File: src/rtl/scan_ram_pkg.sv
// Shared definitions for the scan RAM adapter.
// Assumes nothing beyond a standard SystemVerilog compile order (package first).
package scan_ram_pkg;

    // Which side owns the RAM address and write port in the current cycle.
    typedef enum logic {
        SRC_USER = 1'b0,
        SRC_SCAN = 1'b1
    } port_src_e;

    // Linear position of a (word, bit) pair in the serial order.
    function automatic int unsigned lin_pos(input int unsigned word_idx,
                                            input int unsigned bit_idx,
                                            input int unsigned width);
        return word_idx * width + bit_idx;
    endfunction

endpackage

File: src/rtl/scan_addr_gen.sv
// Scan position counter: a word index with a bit index below it.
// It steps one bit per cycle while scan_en is high and wraps after the last bit
// of the last word. It is held at zero whenever scan_en is low or reset is active.
// Assumes WIDTH >= 1 and DEPTH >= 2. The widths come from the parent.
module scan_addr_gen #(
    parameter int DEPTH = 16,
    parameter int WIDTH = 4,
    parameter int AW    = 4,
    parameter int BW    = 2
) (
    input  logic          clk,
    input  logic          rst_n,
    input  logic          scan_en,
    output logic [AW-1:0] word_q,
    output logic [BW-1:0] bit_q,
    output logic          last_pos
);
    import scan_ram_pkg::*;

    logic bit_wrap;
    logic word_wrap;

    assign bit_wrap  = (bit_q == BW'(WIDTH - 1));
    assign word_wrap = (word_q == AW'(DEPTH - 1));
    assign last_pos  = bit_wrap && word_wrap;

    // Bit index: counts 0..WIDTH-1 during scan and clears otherwise.
    always_ff @(posedge clk) begin
        if (!rst_n || !scan_en || bit_wrap) begin
            bit_q <= '0;
        end else begin
            bit_q <= bit_q + BW'(1);
        end
    end

    // Word index: steps when the bit index wraps and clears outside scan.
    always_ff @(posedge clk) begin
        if (!rst_n || !scan_en) begin
            word_q <= '0;
        end else if (bit_wrap) begin
            word_q <= word_wrap ? '0 : word_q + AW'(1);
        end
    end

    // Linear position, used only by the assertions below.
    int unsigned pos_now;
    assign pos_now = lin_pos(int'(word_q), int'(bit_q), WIDTH);

    assert_idle_clear_R6: assert property (@(posedge clk) disable iff (!rst_n)
        !scan_en |=> (word_q == '0 && bit_q == '0))
        else $error("position counter not cleared after idle cycle");

    assert_step_R7: assert property (@(posedge clk) disable iff (!rst_n)
        (scan_en && !last_pos) |=> (pos_now == $past(pos_now) + 1))
        else $error("position counter did not advance by one bit");

    assert_wrap_R7: assert property (@(posedge clk) disable iff (!rst_n)
        (scan_en && last_pos) |=> (pos_now == 0))
        else $error("position counter did not wrap to zero");

endmodule

File: src/rtl/scan_port_mux.sv
// Port steering between the user side and the scan side.
// During scan, the address comes from the position counter, writes are forced
// on, and the write word is the stored word with one bit replaced by scan_in.
// The serial output is the selected bit of the word read this cycle.
// Assumes the RAM read is combinational, so rd_word is valid within the cycle.
module scan_port_mux #(
    parameter int WIDTH = 4,
    parameter int AW    = 4,
    parameter int BW    = 2
) (
    input  logic             clk,
    input  logic             rst_n,
    input  logic             scan_en,
    input  logic             scan_in,
    input  logic [AW-1:0]    scan_word,
    input  logic [BW-1:0]    scan_bit,
    input  logic [AW-1:0]    usr_addr,
    input  logic [WIDTH-1:0] usr_wdata,
    input  logic             usr_we,
    input  logic [WIDTH-1:0] rd_word,
    output logic [AW-1:0]    ram_addr,
    output logic [WIDTH-1:0] ram_wdata,
    output logic             ram_we,
    output logic             scan_out
);
    import scan_ram_pkg::*;

    port_src_e        src;
    logic [WIDTH-1:0] bit_mask;
    logic [WIDTH-1:0] merged;

    // Owner of the RAM port this cycle.
    assign src = scan_en ? SRC_SCAN : SRC_USER;

    // One-hot mask of the bit under the scan pointer.
    assign bit_mask = WIDTH'(1) << scan_bit;

    // Stored word with the pointed bit replaced by the serial input.
    assign merged = (rd_word & ~bit_mask) | (scan_in ? bit_mask : '0);

    // Address, data and write-strobe selection.
    always_comb begin
        if (src == SRC_SCAN) begin
            ram_addr  = scan_word;
            ram_wdata = merged;
            ram_we    = 1'b1;
        end else begin
            ram_addr  = usr_addr;
            ram_wdata = usr_wdata;
            ram_we    = usr_we;
        end
    end

    // Serial output: the pointed bit during scan, quiet otherwise.
    assign scan_out = (src == SRC_SCAN) && ((rd_word & bit_mask) != '0);

    assert_single_bit_R4: assert property (@(posedge clk) disable iff (!rst_n)
        scan_en |-> ($countones(ram_wdata ^ rd_word) <= 1))
        else $error("scan write changes more than one bit");

    assert_user_blocked_R5: assert property (@(posedge clk) disable iff (!rst_n)
        scan_en |-> (ram_addr == scan_word && ram_we))
        else $error("user port reached the RAM during scan");

endmodule

File: src/rtl/ram_async_rd.sv
// Word RAM with a combinational read and a write on the clock edge.
// Contents are not reset. Addresses at or above DEPTH are not written.
module ram_async_rd #(
    parameter int DEPTH = 16,
    parameter int WIDTH = 4,
    parameter int AW    = 4
) (
    input  logic             clk,
    input  logic             rst_n,
    input  logic [AW-1:0]    addr,
    input  logic [WIDTH-1:0] wdata,
    input  logic             we,
    output logic [WIDTH-1:0] rdata
);
    logic [WIDTH-1:0] mem [DEPTH];
    logic             in_range;

    assign in_range = (int'(addr) < DEPTH);

    // Storage write.
    always_ff @(posedge clk) begin
        if (we && in_range) begin
            mem[addr] <= wdata;
        end
    end

    // Combinational read; out-of-range addresses read as zero.
    assign rdata = in_range ? mem[addr] : '0;

    assert_write_lands_R4: assert property (@(posedge clk) disable iff (!rst_n)
        (we && in_range) |=> (mem[$past(addr)] === $past(wdata)))
        else $error("written word not found in storage");

endmodule

File: src/rtl/scan_ram_adapter.sv
// Top level: a RAM wrapped so it can sit in a one-bit serial scan chain.
// Normal mode passes the user port through. Scan mode streams bit by bit,
// word 0 bit 0 first, and writes each incoming bit back into the position it
// replaces. The counter outputs let other RAMs follow the same sequence.
// Assumes scan_in is held stable around the clock edge like any synchronous input.
module scan_ram_adapter #(
    parameter int DEPTH = 16,
    parameter int WIDTH = 4,
    localparam int AW   = (DEPTH > 1) ? $clog2(DEPTH) : 1,
    localparam int BW   = (WIDTH > 1) ? $clog2(WIDTH) : 1
) (
    input  logic             clk,
    input  logic             rst_n,
    input  logic [AW-1:0]    usr_addr,
    input  logic [WIDTH-1:0] usr_wdata,
    input  logic             usr_we,
    output logic [WIDTH-1:0] usr_rdata,
    input  logic             scan_en,
    input  logic             scan_in,
    output logic             scan_out,
    output logic [AW-1:0]    scan_word,
    output logic [BW-1:0]    scan_bit
);
    logic [AW-1:0]    ram_addr;
    logic [WIDTH-1:0] ram_wdata;
    logic             ram_we;
    logic [WIDTH-1:0] rd_word;
    logic             last_pos;

    // Position counter.
    scan_addr_gen #(.DEPTH(DEPTH), .WIDTH(WIDTH), .AW(AW), .BW(BW)) u_gen (
        .clk      (clk),
        .rst_n    (rst_n),
        .scan_en  (scan_en),
        .word_q   (scan_word),
        .bit_q    (scan_bit),
        .last_pos (last_pos)
    );

    // Port steering and bit serialisation.
    scan_port_mux #(.WIDTH(WIDTH), .AW(AW), .BW(BW)) u_mux (
        .clk       (clk),
        .rst_n     (rst_n),
        .scan_en   (scan_en),
        .scan_in   (scan_in),
        .scan_word (scan_word),
        .scan_bit  (scan_bit),
        .usr_addr  (usr_addr),
        .usr_wdata (usr_wdata),
        .usr_we    (usr_we),
        .rd_word   (rd_word),
        .ram_addr  (ram_addr),
        .ram_wdata (ram_wdata),
        .ram_we    (ram_we),
        .scan_out  (scan_out)
    );

    // Storage.
    ram_async_rd #(.DEPTH(DEPTH), .WIDTH(WIDTH), .AW(AW)) u_ram (
        .clk   (clk),
        .rst_n (rst_n),
        .addr  (ram_addr),
        .wdata (ram_wdata),
        .we    (ram_we),
        .rdata (rd_word)
    );

    // Read data follows the selected address.
    assign usr_rdata = rd_word;

    assert_reset_zero_R1: assert property (@(posedge clk)
        !rst_n |=> (scan_word == '0 && scan_bit == '0))
        else $error("counter not zero after reset");

    assert_out_quiet_R3: assert property (@(posedge clk) disable iff (!rst_n)
        !scan_en |-> !scan_out)
        else $error("serial output active outside scan");

endmodule

File: config.mk
export PLATFORM = sky130hd
export DESIGN_NAME = scan_ram_adapter
export DESIGN_NICKNAME = d
export VERILOG_FILES = /design/src/rtl/scan_ram_pkg.sv /design/src/rtl/scan_addr_gen.sv /design/src/rtl/scan_port_mux.sv /design/src/rtl/ram_async_rd.sv /design/src/rtl/scan_ram_adapter.sv
export SDC_FILE = /design/constraint.sdc
export NUM_CORES = 1
export LEC_CHECK = 0
export ABC_CLOCK_PERIOD_IN_PS = 2200
export BUFFER_PORTS_ARGS = -buffer_cell sky130_fd_sc_hd__buf_2
export CAP_MARGIN = 0
export CORE_ASPECT_RATIO = 1.5
export CORE_UTILIZATION = 54
export DETAILED_ROUTE_END_ITERATION = 7
export GPL_TIMING_DRIVEN = 0
export PLACE_DENSITY = 0.75
export SLEW_MARGIN = 30
export SYNTH_ARGS = -nofsm -noshare
export SYNTH_HDL_FRONTEND = slang
export SYNTH_SLANG_ARGS = --single-unit
File: constraint.sdc
create_clock -name clk -period 2.2 [get_ports clk]
set_input_delay 0 -clock clk [delete_from_list [all_inputs] [get_ports clk]]
set_output_delay 0 -clock clk [all_outputs]
set_load 0.02 [all_outputs]
# After elaboration in Yosys (flattened, before gate mapping)
# Memory sizes are Yosys's and may differ from the RTL's.
# Cells that the tools add are included.
[totals] reg_bits=6 wordCells=26 mem_count=1 out_inout_bits=11 ramBits=64
[memory_table] memory="u_ram.mem" words=16 width=4 read_ports=1 rd_ports_with_merged_regs=0 wr=1 line="ram_async_rd.sv:15" source="logic [WIDTH-1:0] mem [DEPTH];"
[op_classes] n_eq_ne=2 n_reduce_logical=6 mux=8 n_bitwise=4 shift=1 add_sub_neg=2
[ops] operator="two-way mux 4 bit" count=4
[ops] operator="AND 4 bit" count=2
[ops] operator="adder 4 x 1 -> 4 bit, second input constant" count=1
[ops] operator="equality test 4 bit, second input constant" count=1
[ops] operator="two-way mux 1 bit" count=4
[ops] operator="inverter 4 bit" count=1
[ops] operator="bitwise OR 4 bit" count=1
[ops] operator="nonzero test 4 bit" count=1
[ops] operator="left shift 1 x 2 -> 4 bit, first input constant" count=1
[ops] operator="adder 2 x 1 -> 2 bit, second input constant" count=1
[ops] operator="equality test 2 bit, second input constant" count=1
[ops] operator="zero test 1 bit" count=2
[ops] operator="logical OR 1 bit" count=2
[ops] operator="logical AND 1 bit" count=1

# Logic depth before layout (Yosys ltp)
# An unclocked memory read counts as a cell.
[depth] depth_word=6 ltp_mapped=9 ltp_nobuf=6

# Cells and area by module
# Synthesis repeated with hierarchy kept, for this count alone.
[hier_totals] cells_unflattened=184 area_unflattened_um2=3062.9
[modules_own_cells] mod="ram_async_rd" cells_each=129 instances=1 area_per_inst_um2=2578.7
[modules_own_cells] mod="scan_addr_gen" cells_each=27 instances=1 area_per_inst_um2=270.3
[modules_own_cells] mod="scan_port_mux" cells_each=28 instances=1 area_per_inst_um2=214.0

# Least setup slack after synthesis
# OpenSTA, ideal clock, no wires.
[synth_path] kind="reg2reg" start="reg u_gen.word_q[0]" end="mem u_ram.mem[0][3], data pin" setup_slack_ns=-0.699 path_buffers=3 arrival_ns=2.608 path_stages_with_launch=10 setup_time_ns=0.291 synth_period_minus_slack_ns=2.899 required_ns=1.909 path_cell_list="dfxtp_1 -> buf_6 -> and3b_1 -> buf_2 -> buf_6 -> o21bai_1 -> a31oi_1 -> nor4_2 -> mux2i_1 -> a21oi_1"
[synth_via] elab_chain_len=5
[synth_lines] item="from (decl)" line="scan_addr_gen.sv:14" source="output logic [AW-1:0] word_q,"
[synth_lines] item="from (signal assigned)" line="scan_addr_gen.sv:41" source="word_q <= word_wrap ? '0 : word_q + AW'(1);"
[synth_lines] item="two-way mux 4 bit" line="scan_port_mux.sv:43" source="if (src == SRC_SCAN) begin"
[synth_lines] item="memory (16 x 4 bit)"
[synth_lines] item="net usr_rdata[3]" line="scan_ram_adapter.sv:17" source="output logic [WIDTH-1:0] usr_rdata,"
[synth_lines] item="AND 4 bit" line="scan_port_mux.sv:39" source="assign merged = (rd_word & ~bit_mask) | (scan_in ? bit_mask : '0);"
[synth_lines] item="bitwise OR 4 bit" line="scan_port_mux.sv:39"
[synth_lines] item="two-way mux 4 bit" line="scan_port_mux.sv:43"
[synth_lines] item="net ram_wdata[3]" line="scan_ram_adapter.sv:25" source="logic [WIDTH-1:0] ram_wdata;"
[synth_lines] item="to (decl)" line="ram_async_rd.sv:15"
# The timed path passes the listed nets, and every way through them passes these cells.

# Worst setup path after layout
[layout_path] start="reg u_gen.word_q[0]" end="mem u_ram.mem[11][1], data pin"
[layout_via] elab_chain_len=5
[layout_lines] item="two-way mux 4 bit" line="scan_port_mux.sv:43"
[layout_lines] item="memory (16 x 4 bit)"
[layout_lines] item="AND 4 bit" line="scan_port_mux.sv:39"
[layout_lines] item="bitwise OR 4 bit" line="scan_port_mux.sv:39"
[layout_lines] item="two-way mux 4 bit" line="scan_port_mux.sv:43"
# No other way between the ends.

==> run_summary.xml <==
<?xml version="1.0" encoding="UTF-8"?>
<metrics>
  <group name="yosys">
    <metric name="post_synth_main_area_contributors" unit="">edfxtp_1 (54%), mux2i_1 (5.9%), a22oi_1 (3.6%), dfxtp_1 (3.4%), mux2_2 (3.2%)</metric>
    <metric name="dominant_combinational_cell_family_by_area_after_synthesis" unit="">compound AO/OA/AOI/OAI gates</metric>
    <metric name="synth_seq_area_share" unit="%">57.51</metric>
    <metric name="synth_compound_gate_area_share" unit="%">16.70</metric>
    <metric name="yosys.area_share.simple" unit="%">7.259</metric>
    <metric name="syn_nets" unit="">291</metric>
    <metric name="number_of_distinct_library_cells_after_synthesis" unit="">43</metric>
    <metric name="synth.largest_area_cell" unit="">edfxtp_1</metric>
    <metric name="synth.mux.area_fraction" unit="%">11.31</metric>
    <metric name="post_synth_xor_area_fraction" unit="%">0.2467</metric>
    <metric name="postSynth.asyncResetShare" unit="%">0</metric>
    <metric name="synth_edf_count" unit="">64</metric>
    <metric name="postSynthAreaPerCell" unit="um^2">13.01</metric>
    <metric name="ys_ff_latch" unit="">70</metric>
    <metric name="mappedNetlistArea" unit="um^2">3551</metric>
    <metric name="yosysWarnings" unit="">0</metric>
    <metric name="yosys.area_share.adder" unit="%">1.762</metric>
    <metric name="synth_top_flop_cell" unit="">edfxtp_1</metric>
    <metric name="synth_largest_type_area_fraction" unit="%">54.12</metric>
    <metric name="syn_inst" unit="">273</metric>
  </group>
  <group name="clock_network">
    <metric name="clock_transition_at_the_registers_of_the_reported_paths" unit="ns">0.08</metric>
    <metric name="cts_tree" unit="">yes</metric>
    <metric name="clock_path_buffers" unit="">2</metric>
    <metric name="cts_buffers" unit="">9</metric>
    <metric name="clock_sink_count" unit="">70</metric>
    <metric name="h_tree_depth" unit="">3</metric>
    <metric name="clock_insertion_delay_worst_skew" unit="ns">0.35</metric>
    <metric name="clock-root-buffer" unit="">clkbuf_8</metric>
    <metric name="hold_buffers" unit="">0</metric>
  </group>
  <group name="cells_and_area">
    <metric name="final-instance-count-excl-fill" unit="">400</metric>
    <metric name="post_route_cells_drive_above_1_share" unit="%">39.57</metric>
    <metric name="fillerInstances" unit="">423</metric>
    <metric name="antennaDiodeCount" unit="">0</metric>
    <metric name="final_common_cell" unit="">edfxtp_1</metric>
    <metric name="finish.net_count" unit="">339</metric>
    <metric name="regArea" unit="um^2">2048</metric>
    <metric name="most-common-layout-cells" unit="">edfxtp_1 (64), nor2_1 (23), buf_2 (21)</metric>
    <metric name="finish.instance_area" unit="um^2">4390</metric>
    <metric name="area_taken_by_multi_input_logic_gates" unit="um^2">1597</metric>
    <metric name="area.growth.synth_to_final" unit="%">23.64</metric>
  </group>
  <group name="place">
    <metric name="dp_cells" unit="">369</metric>
    <metric name="dpl.hpwl" unit="mm">5.687</metric>
    <metric name="io_buffers" unit="">22</metric>
    <metric name="postPlaceCellArea" unit="um^2">3804</metric>
    <metric name="gpl.final_weighted_congestion" unit="">0.9242</metric>
  </group>
  <group name="timing">
    <metric name="totalNegativeSetupSlack" unit="ns">-14.14</metric>
    <metric name="rsz_0062_raised_after_global_routing" unit="">yes</metric>
    <metric name="max_clock_freq" unit="MHz">396.0</metric>
    <metric name="hold-worst-slack" unit="ns">0.05183</metric>
    <metric name="report.final.hold_viol_count" unit="">0</metric>
    <metric name="finalSetupViolCount" unit="">68</metric>
    <metric name="setup_ws" unit="ns">-0.3253</metric>
    <metric name="fin_crit_sh" unit="%">114.8</metric>
    <metric name="clock_skews" unit="ns">0.01235</metric>
    <metric name="worstMarginPinSlew" unit="ns">0.8789</metric>
    <metric name="max_slew_margin" unit="%">41.41</metric>
    <metric name="fin_crit" unit="ns">2.525</metric>
    <metric name="max_slew_violations" unit="">0</metric>
  </group>
  <group name="detailed_routing">
    <metric name="drt_iter0_markers" unit="">181</metric>
    <metric name="via_per_inst" unit="">6.313</metric>
    <metric name="vias" unit="">2525</metric>
    <metric name="remaining_drc_errors" unit="">0</metric>
    <metric name="drt.antenna.violating_nets" unit="">0</metric>
    <metric name="avgRoutedWirePerCell" unit="um">22.34</metric>
    <metric name="drtPass1Iterations" unit="">4</metric>
    <metric name="totalWireLength" unit="mm">8.937</metric>
  </group>
  <group name="floorplan">
    <metric name="design.core.area" unit="um^2">6262</metric>
    <metric name="die_height" unit="um">101.3</metric>
    <metric name="die_area" unit="um^2">6911</metric>
    <metric name="die_width" unit="um">68.21</metric>
    <metric name="start_util" unit="%">56.70</metric>
    <metric name="rows" unit="">35</metric>
    <metric name="design.portCount" unit="">24</metric>
  </group>
  <group name="global_route">
    <metric name="grt_pass1_vias" unit="">2565</metric>
    <metric name="antenna_found_initial" unit="">0</metric>
    <metric name="largest_net_degree_at_the_start_of_global_routing" unit="">17</metric>
    <metric name="globalRouteOverflowTotal" unit="">0</metric>
    <metric name="wire_length_of_the_first_global_routing_pass" unit="mm">13.35</metric>
    <metric name="globalRouteTotalUtil" unit="%">28.25</metric>
  </group>
  <group name="power_and_ir_drop">
    <metric name="ir_worst_vdd" unit="uV">446.9</metric>
    <metric name="pwr_per_cell_area" unit="nW/um^2">636.2</metric>
    <metric name="static-leakage-power" unit="uW">0.001523</metric>
  </group>
  <group name="run_status">
    <metric name="failed_checks" unit="">setup timing</metric>
    <metric name="status" unit="">finished with violations</metric>
  </group>
  <group name="setup_path">
    <metric name="worstPathRequired" unit="ns">2.24</metric>
    <metric name="max_fanout_on_critical_path" unit="">8</metric>
    <metric name="timing_worst_setup_path_type" unit="">flop to flop</metric>
    <metric name="endpoint_kind" unit="">flop</metric>
    <metric name="timing.critical_path.from_type" unit="">flop</metric>
    <metric name="timing.critical_path.arrival" unit="ns">2.57</metric>
    <metric name="worst_reg2reg_path_depth" unit="">8</metric>
  </group>
  <group name="hold_path">
    <metric name="min_path_type" unit="">primary input to flop</metric>
    <metric name="min_path_cells" unit="">3</metric>
  </group>
  <group name="run">
    <metric name="maxCapViolations" unit="">0</metric>
  </group>
</metrics>
[flip-flops by register name, indices dropped and copies added (netlist names)]
name          count
u_gen.word_q      4
u_ram.mem        64
u_gen.bit_q       2
[kinds of logic (layout without fill, tap and decap cells)]
group / Yosys count / after routing
buffers and inverters: 29 / 81
xor gates and xnor gates: 1 / 1
muxes: 37 / 37
adders and majority gates: 5 / 5
AOI/OAI and AO/OA: 84 / 85
and+or+nand+nor: 47 / 47
DFF: 70 / 70
[per-layer routing]
metal	GRT usage, %	share of wire [%]	wire length [um]	vias to the layer above
li1	-	-	-	1160
met1	31.71	39	3491	1250
met2	47.96	51	4599	89
met3	3.491	4.2	375	26
met4	20.03	5.3	471	0
met5	0	0	0	-
[cell usage after synthesis, types with 2 or more instances]
master,n
a21oi_1,7
a22oi_1,17
a31oi_1,16
a31oi_2,2
a32oi_1,3
and3b_1,3
buf_2,7
buf_4,2
buf_6,8
clkbuf_1,2
dfxtp_1,6
edfxtp_1,64
ha_1,5
inv_1,9
mux2_1,3
mux2_2,10
mux2_4,3
mux2i_1,21
nand2_1,4
nand2b_1,2
nor2_1,23
nor3_1,2
nor3b_1,3
nor4_2,2
o21ai_0,15
o21ai_1,4
o21bai_1,13
or4_4,2
[power by group]
group          leakage, uW  internal (uW)  switching (uW)
clock network    0.0000902            401             501
logic             0.000804            162             229
registers         0.000630           1490            9.36
[cell type report]
type                            count  share of cell area, %
Sequential cell                    70                  46.65
Buffer                             18                  3.990
Clock inverter                      7                 0.9404
Inverter                           10                 0.8549
Tap cell                           74                  2.109
Timing Repair Buffer               37                  6.270
Clock buffer                        9                  2.821
Multi-Input combinational cell    175                  36.36
[critical path, stage by stage (launching register included)]
cell and delay (ns):
dfxtp_4 0.40, buf_6 0.14, mux2_4 0.30, a22oi_2 0.20, a31oi_1 0.12, or4_4 0.58
o211ai_1 0.18, buf_4 0.18, o21ai_4 0.12
[path summary, 6_finish.rpt]
| path | from | endpoint | slack [ns] |
|---|---|---|---|
| min | rst_n | u_gen.word_q[0] | 0.05 |
| max reg2reg | u_gen.word_q[0] | u_ram.mem[11][1] | -0.33 |
| max | u_gen.word_q[0] | u_ram.mem[11][1] | -0.33 |
| min reg2reg | u_gen.bit_q[0] | u_gen.bit_q[0] | 0.52 |
[through the flow]
| stage | setup WS, ns | total power [uW] | utilization, % |
|---|---|---|---|
| 2_1_floorplan | -0.1914 | 1722 | - |
| 3_3_place_gp | -0.5703 | 1813 | 60.74 |
| 3_5_place_dp | -0.6460 | 1822 | 60.74 |
| 4_1_cts | -0.3044 | 2775 | 68.65 |
| 5_1_grt | -0.3910 | 2872 | 70.11 |
| 6_report | -0.3253 | 2793 | 70.11 |
[timing repair]
action,4_1_cts,5_1_grt
gates cloned,1,0
resized for setup,44,20
endpoints found under the setup margin,69,69
pin swaps,14,2
buffers inserted,14,1
No activity file was read; power rests on OpenSTA's default activity.
